$ cat src/rtl/cis_pkg.sv
package cis_pkg;
  typedef enum logic [2:0] {
    ST_IDLE, ST_PTR, ST_CODE, ST_LINK, ST_BODY, ST_COMMIT
  } walk_st_e;

  localparam logic [7:0] CODE_FUNCE = 8'h22;
  localparam logic [7:0] CODE_MANF  = 8'h20;
  localparam logic [7:0] MARK_END   = 8'hFF;
  localparam int unsigned BODY_BYTES = 4;
endpackage

$ cat src/rtl/cis_next_addr.sv
module cis_next_addr #(
  parameter int unsigned ADDR_W = 17
) (
  input  logic [ADDR_W-1:0] base_i,
  input  logic [7:0]        link_i,
  output logic [ADDR_W-1:0] link_addr_o,
  output logic              link_ovf_o,
  output logic [ADDR_W-1:0] next_o,
  output logic              next_ovf_o
);
  localparam int unsigned SUM_W = ADDR_W + 1;

  logic [SUM_W-1:0] link_sum, next_sum;

  assign link_sum    = {1'b0, base_i} + SUM_W'(1);
  assign next_sum    = {1'b0, base_i} + SUM_W'(2) + {{(SUM_W-8){1'b0}}, link_i};
  assign link_addr_o = link_sum[ADDR_W-1:0];
  assign link_ovf_o  = link_sum[ADDR_W];
  assign next_o      = next_sum[ADDR_W-1:0];
  assign next_ovf_o  = next_sum[ADDR_W];
endmodule

$ cat src/rtl/cis_field_cap.sv
module cis_field_cap
  import cis_pkg::*;
(
  input  logic        clk_i,
  input  logic        rst_ni,
  input  logic        clear_i,
  input  logic        commit_i,
  input  logic [7:0]  code_i,
  input  logic [7:0]  link_i,
  input  logic [31:0] body_i,
  output logic [15:0] blk_size_o,
  output logic        blk_size_found_o,
  output logic [7:0]  max_speed_o,
  output logic        max_speed_found_o,
  output logic [15:0] manf_id_o,
  output logic        manf_id_found_o,
  output logic [15:0] card_id_o,
  output logic        card_id_found_o
);
  logic funce_ok, manf_hit;

  assign funce_ok = commit_i && code_i == CODE_FUNCE && link_i != 8'd0 && body_i[7:0] == 8'h00;
  assign manf_hit = commit_i && code_i == CODE_MANF;

  always_ff @(posedge clk_i or negedge rst_ni) begin
    if (!rst_ni) begin
      blk_size_o <= '0; blk_size_found_o <= 1'b0;
      max_speed_o <= '0; max_speed_found_o <= 1'b0;
      manf_id_o <= '0; manf_id_found_o <= 1'b0;
      card_id_o <= '0; card_id_found_o <= 1'b0;
    end else if (clear_i) begin
      blk_size_o <= '0; blk_size_found_o <= 1'b0;
      max_speed_o <= '0; max_speed_found_o <= 1'b0;
      manf_id_o <= '0; manf_id_found_o <= 1'b0;
      card_id_o <= '0; card_id_found_o <= 1'b0;
    end else begin
      if (funce_ok && link_i >= 8'd3) begin
        blk_size_o       <= body_i[23:8];
        blk_size_found_o <= 1'b1;
      end
      if (funce_ok && link_i >= 8'd4) begin
        max_speed_o       <= body_i[31:24];
        max_speed_found_o <= 1'b1;
      end
      if (manf_hit && link_i >= 8'd2) begin
        manf_id_o       <= body_i[15:0];
        manf_id_found_o <= 1'b1;
      end
      if (manf_hit && link_i >= 8'd4) begin
        card_id_o       <= body_i[31:16];
        card_id_found_o <= 1'b1;
      end
    end
  end
endmodule

$ cat src/rtl/cis_walker.sv
module cis_walker
  import cis_pkg::*;
#(
  parameter int unsigned ADDR_W     = 17,
  parameter int unsigned MAX_TUPLES = 16
) (
  input  logic              clk_i,
  input  logic              rst_ni,
  input  logic              start_i,
  input  logic [ADDR_W-1:0] ptr_base_i,
  output logic              rd_req_o,
  output logic [ADDR_W-1:0] rd_addr_o,
  input  logic              rd_valid_i,
  input  logic [7:0]        rd_data_i,
  output logic [15:0]       blk_size_o,
  output logic              blk_size_found_o,
  output logic [7:0]        max_speed_o,
  output logic              max_speed_found_o,
  output logic [15:0]       manf_id_o,
  output logic              manf_id_found_o,
  output logic [15:0]       card_id_o,
  output logic              card_id_found_o,
  output logic              done_o,
  output logic              error_o
);
  localparam int unsigned CNT_W = $clog2(MAX_TUPLES + 1);
  localparam int unsigned IDX_W = $clog2(BODY_BYTES);

  walk_st_e            st_q;
  logic                req_q, done_q, err_q;
  logic [ADDR_W-1:0]   addr_q, cur_q;
  logic [1:0]          pidx_q;
  logic [7:0]          ptr_lo_q, ptr_mid_q;
  logic [7:0]          code_q, link_q;
  logic [IDX_W-1:0]    bidx_q;
  logic [BODY_BYTES-1:0][7:0] body_q;
  logic [CNT_W-1:0]    cnt_q;

  logic                ack, known, clear, commit;
  logic [23:0]         ptr_full;
  logic                unused_ptr_hi;
  logic [7:0]          nx_link;
  logic [ADDR_W-1:0]   link_addr, next_addr;
  logic                link_ovf, next_ovf;
  logic [IDX_W-1:0]    blast;

  assign ack           = req_q && rd_valid_i;
  assign ptr_full      = {rd_data_i, ptr_mid_q, ptr_lo_q};
  assign unused_ptr_hi = ^ptr_full[23:ADDR_W];
  assign known         = code_q == CODE_FUNCE || code_q == CODE_MANF;
  assign nx_link       = (st_q == ST_LINK) ? rd_data_i : link_q;
  assign blast         = (link_q >= 8'(BODY_BYTES)) ? IDX_W'(BODY_BYTES - 1)
                                                    : link_q[IDX_W-1:0] - IDX_W'(1);
  assign clear         = st_q == ST_IDLE && start_i;
  assign commit        = st_q == ST_COMMIT;

  cis_next_addr #(.ADDR_W(ADDR_W)) i_next (
    .base_i(cur_q), .link_i(nx_link),
    .link_addr_o(link_addr), .link_ovf_o(link_ovf),
    .next_o(next_addr), .next_ovf_o(next_ovf)
  );

  cis_field_cap i_cap (
    .clk_i, .rst_ni, .clear_i(clear), .commit_i(commit),
    .code_i(code_q), .link_i(link_q), .body_i(body_q),
    .blk_size_o, .blk_size_found_o, .max_speed_o, .max_speed_found_o,
    .manf_id_o, .manf_id_found_o, .card_id_o, .card_id_found_o
  );

  always_ff @(posedge clk_i or negedge rst_ni) begin
    if (!rst_ni) begin
      st_q <= ST_IDLE; req_q <= 1'b0; done_q <= 1'b0; err_q <= 1'b0;
      addr_q <= '0; cur_q <= '0; pidx_q <= '0; ptr_lo_q <= '0; ptr_mid_q <= '0;
      code_q <= '0; link_q <= '0; bidx_q <= '0; body_q <= '0; cnt_q <= '0;
    end else begin
      unique case (st_q)
        ST_IDLE: if (start_i) begin
          st_q <= ST_PTR; pidx_q <= '0; addr_q <= ptr_base_i; req_q <= 1'b1;
          done_q <= 1'b0; err_q <= 1'b0; cnt_q <= '0;
        end
        ST_PTR: if (ack) begin
          if (pidx_q == 2'd2) begin
            cur_q <= ptr_full[ADDR_W-1:0]; addr_q <= ptr_full[ADDR_W-1:0];
            st_q  <= ST_CODE;
          end else begin
            if (pidx_q == 2'd0) ptr_lo_q <= rd_data_i;
            else                ptr_mid_q <= rd_data_i;
            pidx_q <= pidx_q + 2'd1; addr_q <= addr_q + ADDR_W'(1);
          end
        end
        ST_CODE: if (ack) begin
          if (rd_data_i == MARK_END) begin
            done_q <= 1'b1; req_q <= 1'b0; st_q <= ST_IDLE;
          end else if (cnt_q == CNT_W'(MAX_TUPLES) || link_ovf) begin
            err_q <= 1'b1; req_q <= 1'b0; st_q <= ST_IDLE;
          end else begin
            cnt_q <= cnt_q + CNT_W'(1); code_q <= rd_data_i;
            addr_q <= link_addr; st_q <= ST_LINK;
          end
        end
        ST_LINK: if (ack) begin
          link_q <= rd_data_i;
          if (rd_data_i == MARK_END) begin
            done_q <= 1'b1; req_q <= 1'b0; st_q <= ST_IDLE;
          end else if (next_ovf) begin
            err_q <= 1'b1; req_q <= 1'b0; st_q <= ST_IDLE;
          end else if (known && rd_data_i != 8'd0) begin
            addr_q <= addr_q + ADDR_W'(1); bidx_q <= '0; st_q <= ST_BODY;
          end else begin
            cur_q <= next_addr; addr_q <= next_addr; st_q <= ST_CODE;
          end
        end
        ST_BODY: if (ack) begin
          body_q[bidx_q] <= rd_data_i;
          if (bidx_q == blast) begin
            req_q <= 1'b0; st_q <= ST_COMMIT;
          end else begin
            bidx_q <= bidx_q + IDX_W'(1); addr_q <= addr_q + ADDR_W'(1);
          end
        end
        ST_COMMIT: begin
          cur_q <= next_addr; addr_q <= next_addr; req_q <= 1'b1; st_q <= ST_CODE;
        end
        default: st_q <= ST_IDLE;
      endcase
    end
  end

  assign rd_req_o  = req_q;
  assign rd_addr_o = addr_q;
  assign done_o    = done_q;
  assign error_o   = err_q;
endmodule

$ cat config.mk
export PLATFORM = sky130hd
export DESIGN_NAME = cis_walker
export DESIGN_NICKNAME = d
export VERILOG_FILES = /design/src/rtl/cis_pkg.sv /design/src/rtl/cis_next_addr.sv /design/src/rtl/cis_field_cap.sv /design/src/rtl/cis_walker.sv
export SDC_FILE = /design/constraint.sdc
export NUM_CORES = 1
export LEC_CHECK = 0
export CORE_MARGIN = 1
export CORE_UTILIZATION = 45
export CTS_CLUSTER_DIAMETER = 150
export DETAILED_ROUTE_END_ITERATION = 8
export GPL_ROUTABILITY_DRIVEN = 0
export PLACE_DENSITY = 0.66
export RECOVER_POWER = 100
export SYNTH_ARGS = -nofsm -noshare
export SYNTH_HDL_FRONTEND = slang
export SYNTH_SLANG_ARGS = --single-unit
$ cat constraint.sdc
create_clock -name clk_i -period 7 [get_ports clk_i]
set_input_delay 2.1 -clock clk_i [delete_from_list [all_inputs] [get_ports clk_i]]
set_output_delay 2.1 -clock clk_i [all_outputs]
set_load 0.01 [all_outputs]
==> impl_metrics.toml, run 1 <==
[synth]
yosysWarnings = 0
synth_top_area_share_pct = 44.3
ys_ff_latch = 173
syn_nets = 1086
ys_top_cells_by_area = "dfrtp_1 (44%), mux2_2 (7.4%), nand2_1 (6.5%), ha_1 (3.7%), a21oi_1 (3.5%)"
synthFlopType = "dfrtp_1"
synth_seq_area_share_pct = 44.3
synth_area_mm2 = 0.00977
synth_commonest_cells = "dfrtp_1 (173), nand2_1 (169), a21oi_1 (69)"
syn_inst = 1027
yosysTopAreaCell = "dfrtp_1"
avgSynthCellArea_um2 = 9.51
yosysMostFrequentCell = "dfrtp_1"
synth-edff-count = 0
synthArstFlopShare_pct = 100
ys_types = 85

[power_and_ir_drop]
switching_share_pct = 25.5
leakage_nw = 5.01
total_power_mw = 2.02
powerDensity_mw_per_mm2 = 174
combPwrFrac_pct = 2.8
power_frac_clock_pct = 47.7
ir_worst_vdd_mv = 0.111
pwr-share-seq_pct = 49.5
internal_power_mw = 1.50
p_sw_mw = 0.514

[floorplan]
die_h_um = 149
start_util_pct = 46.2
dieArea_mm2 = 0.0223
num_rows = 53
fp.dieW_um = 149
core_area_mm2 = 0.0212
io_pins = 109

[min_path]
worstHoldStart = "i_cap.manf_id_o[2]"
holdCritPathClass = "register to register"

[layout]
syn2layout_area_growth_pct = 18.6
final_layout_size_suffix_gt1_share_pct = 12.9
instances_no_fill = 1394
postLayoutCoreUtil_pct = 54.8
final_cell_area_mm2 = 0.0116
antennaDiodeCount = 0
layout.nets = 1165

[sta]
setup_ws_ps = 1340
setup_tns_ps = 0
maxSlewViolCount = 89
skew_ps = 16.7
hold_viol_final = 0
slew_headroom_pct = -75.3
tightest_slew_ps = 2630
fmax_ghz = 0.177
period_minus_slack_ps = 5660
rsz0062_at_grt = "false"
setup_viol = 0
fin_crit_sh_pct = 80.8
whs_ps = 487

[place]
dp_hpwl_um = 18700
dp_cells = 1362
postPlaceCellArea_mm2 = 0.0110
port-buffer-count = 108
preCtsSetupSlack_ps = 1220

[drt]
routed_wl_um = 26700
wl_per_cell_um = 19.1
ant_nets = 0
drc = 0
avgViaCountPerCell = 5.78
firstDrtPassIters = 5
first_iter_violations = 629
vias = 8051

[outcome]
status = "complete, but fails checks"
violations = "max-capacitance violations, max-slew violations"

[setup_path]
crit_buf_inv = 3
cp_cell_sequence = "dlygate4sd3_1, clkbuf_1, nand2_1, nand2_1, ha_1, ha_1, o21ai_0, o21bai_1, o211ai_1, a21oi_2, clkbuf_1, nor2_1, a2bb2oi_1"
cp_top_family = "buffers and inverters"
slowest_stage = "clkbuf_1"
cpPeakStageDelay_ps = 590
crit_start = "rd_data_i[4]"
worst-path-max-fanout = 18
end_kind = "register"
worstPathArrival_ps = 6010
reg2reg_from = "st_q[1]"
path_class = "input pin to register"
setup.worst_path.start_class = "input pin"
required_ps = 7350

[cts]
htreeDepth = 4
cts.clk_slew.worst_paths_ps = 70
clk_latency_ps = 450
clkSinkCount = 173
cts_hold_buffers = 0
cts_tree = "yes"
clockBufferDepth = 2
post_cts_resized = 0
cts-root-buf = "clkbuf_16"
cts_inserted_buffers = 17
cts_setup_buffers = 0

[grt]
grtUsageTotal_pct = 25.3
grt_pass1_wl_um = 43300
grt_start_max_net_pins = 78
grt_pass1_vias = 7708
antenna_found_initial = 0
overflow = 0

[job]
cap_violations = 2
[power groups by stage]
stage	Sequential, mW	Clock [mW]	Combinational (mW)
global placement	1.02	0	0.0592
floorplan	1.02	0	0.0106
finish	0.999	0.961	0.0567
CTS	0.999	0.977	0.0600
global route	0.999	1.02	0.0632
detailed placement	1.02	0	0.0597
[kinds of logic (layout without fill, tap and decap cells)]
kind of cell | count (synthesis) | count (layout) | share of synthesized area [%]
and+or+nand+nor | 372 | 372 | 18.4
AOI/OAI and AO/OA | 242 | 242 | 16.2
DFF | 173 | 173 | 44.3
buffers and inverters | 87 | 179 | 4.19
muxes | 86 | 86 | 9.63
xor gates and xnor gates | 37 | 37 | 3.32
adders and majority gates | 30 | 30 | 3.92
[final timing paths]
path	end	slack (ps)	cells past startpoint
max	cur_q[15]	1340	13
max in group asynchronous	cnt_q[4]	2180	2
min in group asynchronous	i_cap.blk_size_o[3]	2470	1
min	i_cap.manf_id_o[2]	490	2
min reg2reg	i_cap.manf_id_o[2]	490	2
max reg2reg	rd_addr_o[14]	2020	14
[area by class of cell]
type,count,area (um2)
timing repair buffer,129,1220
inverter,18,67.6
clock buffer,17,425
multi-input combinational,767,5020
clock inverter,15,183
sequential,173,4330
tap,275,344
fill,1882,9570
[per-layer routing]
layer / track usage (%) / vias up / wire length (um)
li1: - / 3829 / -
met1: 37.8 / 3918 / 12600
met2: 37.0 / 283 / 11800
met3: 5.54 / 21 / 1970
met4: 5.82 / 0 / 265
met5: 0 / - / 0
[worst min-delay path, stage by stage, from the launching register on]
cell and delay, ps:
dfrtp_1 340, nand3_1 60, nand2_1 50
[flip-flops by register name, summed over array words and instances (netlist names), 2 cells and up]
register,flops
rd_addr_o,17
pidx_q,2
bidx_q,2
i_cap.manf_id_o,16
body_q,32
i_cap.max_speed_o,8
cnt_q,5
code_q,8
ptr_mid_q,8
cur_q,17
st_q,3
ptr_lo_q,8
i_cap.card_id_o,16
link_q,8
i_cap.blk_size_o,16
[cell usage in the layout (no fill, tap or decap), types with 4 or more instances in the layout]
master,instances
clkinv_8,5
clkdlybuf4s50_1,24
xor2_1,18
clkbuf_1,4
a21oi_1,69
dfrtp_1,173
and2_1,12
inv_1,17
nor4_1,4
a32oi_1,4
and4_1,4
and3_1,7
nand2_1,170
nand3_1,33
buf_4,17
o21ai_0,69
o221ai_1,6
dlygate4sd3_1,83
o211ai_1,9
nand2b_1,5
o22ai_1,4
xnor2_1,19
a211oi_1,10
clkbuf_16,17
a2bb2oi_1,4
mux2i_1,22
a221oi_1,10
or2_2,5
mux2_2,64
o31ai_1,16
ha_1,29
nor3_1,18
a21o_1,5
nand4_1,17
nor2_1,63
No activity file was read; power rests on OpenSTA's default activity.
==> inputs of run 2 (changes only) <==
==> constraint.sdc (replaced) <==
create_clock -name clk_i -period 5.78 [get_ports clk_i]
set_input_delay 1.734 -clock clk_i [delete_from_list [all_inputs] [get_ports clk_i]]
set_output_delay 1.734 -clock clk_i [all_outputs]
set_load 0.01 [all_outputs]
==> impl_metrics.toml, run 2 (synthesis results as in run 1) <==
[layout]
final_layout_size_suffix_gt1_share_pct = 12.9
final_cell_mix = "dfrtp_1 (173), nand2_1 (170), dlygate4sd3_1 (83), o21ai_0 (70), a21oi_1 (70)"
antennaDiodeCount = 0
syn2layout_area_growth_pct = 19.1
final_cell_area_mm2 = 0.0116
layout_commonest_cell = "dfrtp_1"
top_register = "body_q"
largest_reg_flops = 32
layout.nets = 1170
final.fill_count = 1882

[sta]
fmax_ghz = 0.197
whs_ps = 483
slew_headroom_pct = -84.6
hold_viol_final = 0
rsz0062_at_grt = "false"
fin_crit_sh_pct = 87.8
setup_tns_ps = 0
setup_viol = 0
tightest_slew_ps = 2770
maxSlewViolCount = 136
period_minus_slack_ps = 5070
skew_ps = 13.3

[cts]
cts_tree = "yes"
cts-root-buf = "clkbuf_16"
post_cts_resized = 0
cts_hold_buffers = 0
cts.clk_slew.worst_paths_ps = 80
clk_latency_ps = 440
htreeDepth = 4
clkSinkCount = 173
cts_inserted_buffers = 17
clockBufferDepth = 2
cts_setup_buffers = 0

[setup_path]
required_ps = 6100
worst-path-max-fanout = 16
end_kind = "register"
path_class = "input pin to register"
setup.worst_path.start_class = "input pin"
worstPathArrival_ps = 5390
r2r_cells = 14

[grt]
grt_pass1_wl_um = 42900
overflow = 0
grtUsageTotal_pct = 24.9
antenna_found_initial = 0
grt_start_max_net_pins = 82
grt_pass1_vias = 7619

[place]
port-buffer-count = 108
dp_hpwl_um = 19000
postPlaceCellArea_mm2 = 0.0111

[power_and_ir_drop]
power_frac_clock_pct = 48.6
combPwrFrac_pct = 2.8
internal_power_mw = 1.84
p_sw_mw = 0.655
leakage_nw = 5.04
pwr-share-seq_pct = 48.6
switching_share_pct = 26.3
ir_worst_vdd_mv = 0.196
powerDensity_mw_per_mm2 = 214

[drt]
wl_per_cell_um = 19.0
first_iter_violations = 626
vias = 8169
routed_wl_um = 26600
firstDrtPassIters = 5
drc = 0
ant_nets = 0
avgViaCountPerCell = 5.84

[min_path]
holdCritPathClass = "register to register"
whs_path_depth = 2

[floorplan]
io_pins = 109
dieArea_mm2 = 0.0223
die_h_um = 149
core_area_mm2 = 0.0212
num_rows = 53
start_util_pct = 46.2
fp.dieW_um = 149

[outcome]
violations = "max-capacitance violations, max-slew violations"
status = "complete, but fails checks"

[job]
cap_violations = 3
run 2: worst paths after layout:
kind | startpoint | end | slack [ps]
worst max-delay path | rd_data_i[0] | rd_addr_o[13] | 710
worst min-delay path | i_cap.manf_id_o[3] | i_cap.manf_id_o[3] | 480
worst max register to register | st_q[2] | rd_addr_o[13] | 1100
worst min register to register | i_cap.manf_id_o[3] | i_cap.manf_id_o[3] | 480
max in group asynchronous | rst_ni | code_q[0] | 1360
min in group asynchronous | rst_ni | i_cap.blk_size_o[1] | 1330
run 2: power by group through the flow:
| stage | Clock, mW | Sequential (mW) | Combinational (mW) |
|---|---|---|---|
| finish | 1.21 | 1.21 | 0.0702 |
| global route | 1.27 | 1.21 | 0.0777 |
| CTS | 1.23 | 1.21 | 0.0731 |
| detailed placement | 0 | 1.23 | 0.0729 |
| global placement | 0 | 1.23 | 0.0733 |
| floorplan | 0 | 1.23 | 0.0128 |
run 2: worst max-delay path: stages:
cell and delay (ps):
dlygate4sd3_1 580, nand2_1 80, o21ai_0 90, ha_1 210, ha_1 210, fa_1 430
a211oi_1 250, o21bai_1 200, o211ai_1 280, o2111ai_1 530, buf_4 420, o41ai_1 380
run 2: area by class of cell:
class	count	area [um2]	area share, %
Multi-Input combinational cell	767	5010	43.0
Inverter	18	67.6	0.581
Clock buffer	17	425	3.66
Sequential cell	173	4330	37.2
Clock inverter	15	209	1.80
Tap cell	275	344	2.96
Timing Repair Buffer	134	1250	10.8
run 2: stage by stage:
stage	utilization [%]	setup slack, ps	instances	power [mW]
2_1_floorplan	-	1260	1027	1.25
3_3_place_gp	52.3	631	1367	1.31
3_5_place_dp	52.3	527	1367	1.31
4_1_cts	55.3	971	1399	2.51
5_1_grt	55.0	359	1399	2.56
6_report	55.0	707	1399	2.49
run 2: metal layers:
layer  GRT usage [%]  vias up  routed length [um]
met1            37.5     4038               12900
met5               0        -                   0
li1                -     3861                   -
met4            5.97        0                 363
met3            3.15       28                1320
met2            37.5      242               12000
==> inputs of run 3 (changes only) <==
--- a/config.mk
+++ b/config.mk
@@ -5,7 +5,6 @@
 export SDC_FILE = /design/constraint.sdc
 export NUM_CORES = 1
 export LEC_CHECK = 0
-export CORE_MARGIN = 1
 export CORE_UTILIZATION = 45
 export CTS_CLUSTER_DIAMETER = 150
 export DETAILED_ROUTE_END_ITERATION = 8
==> results of run 3 <==
Same layout as run 2: the final DEF is identical, and so are final timing and power.
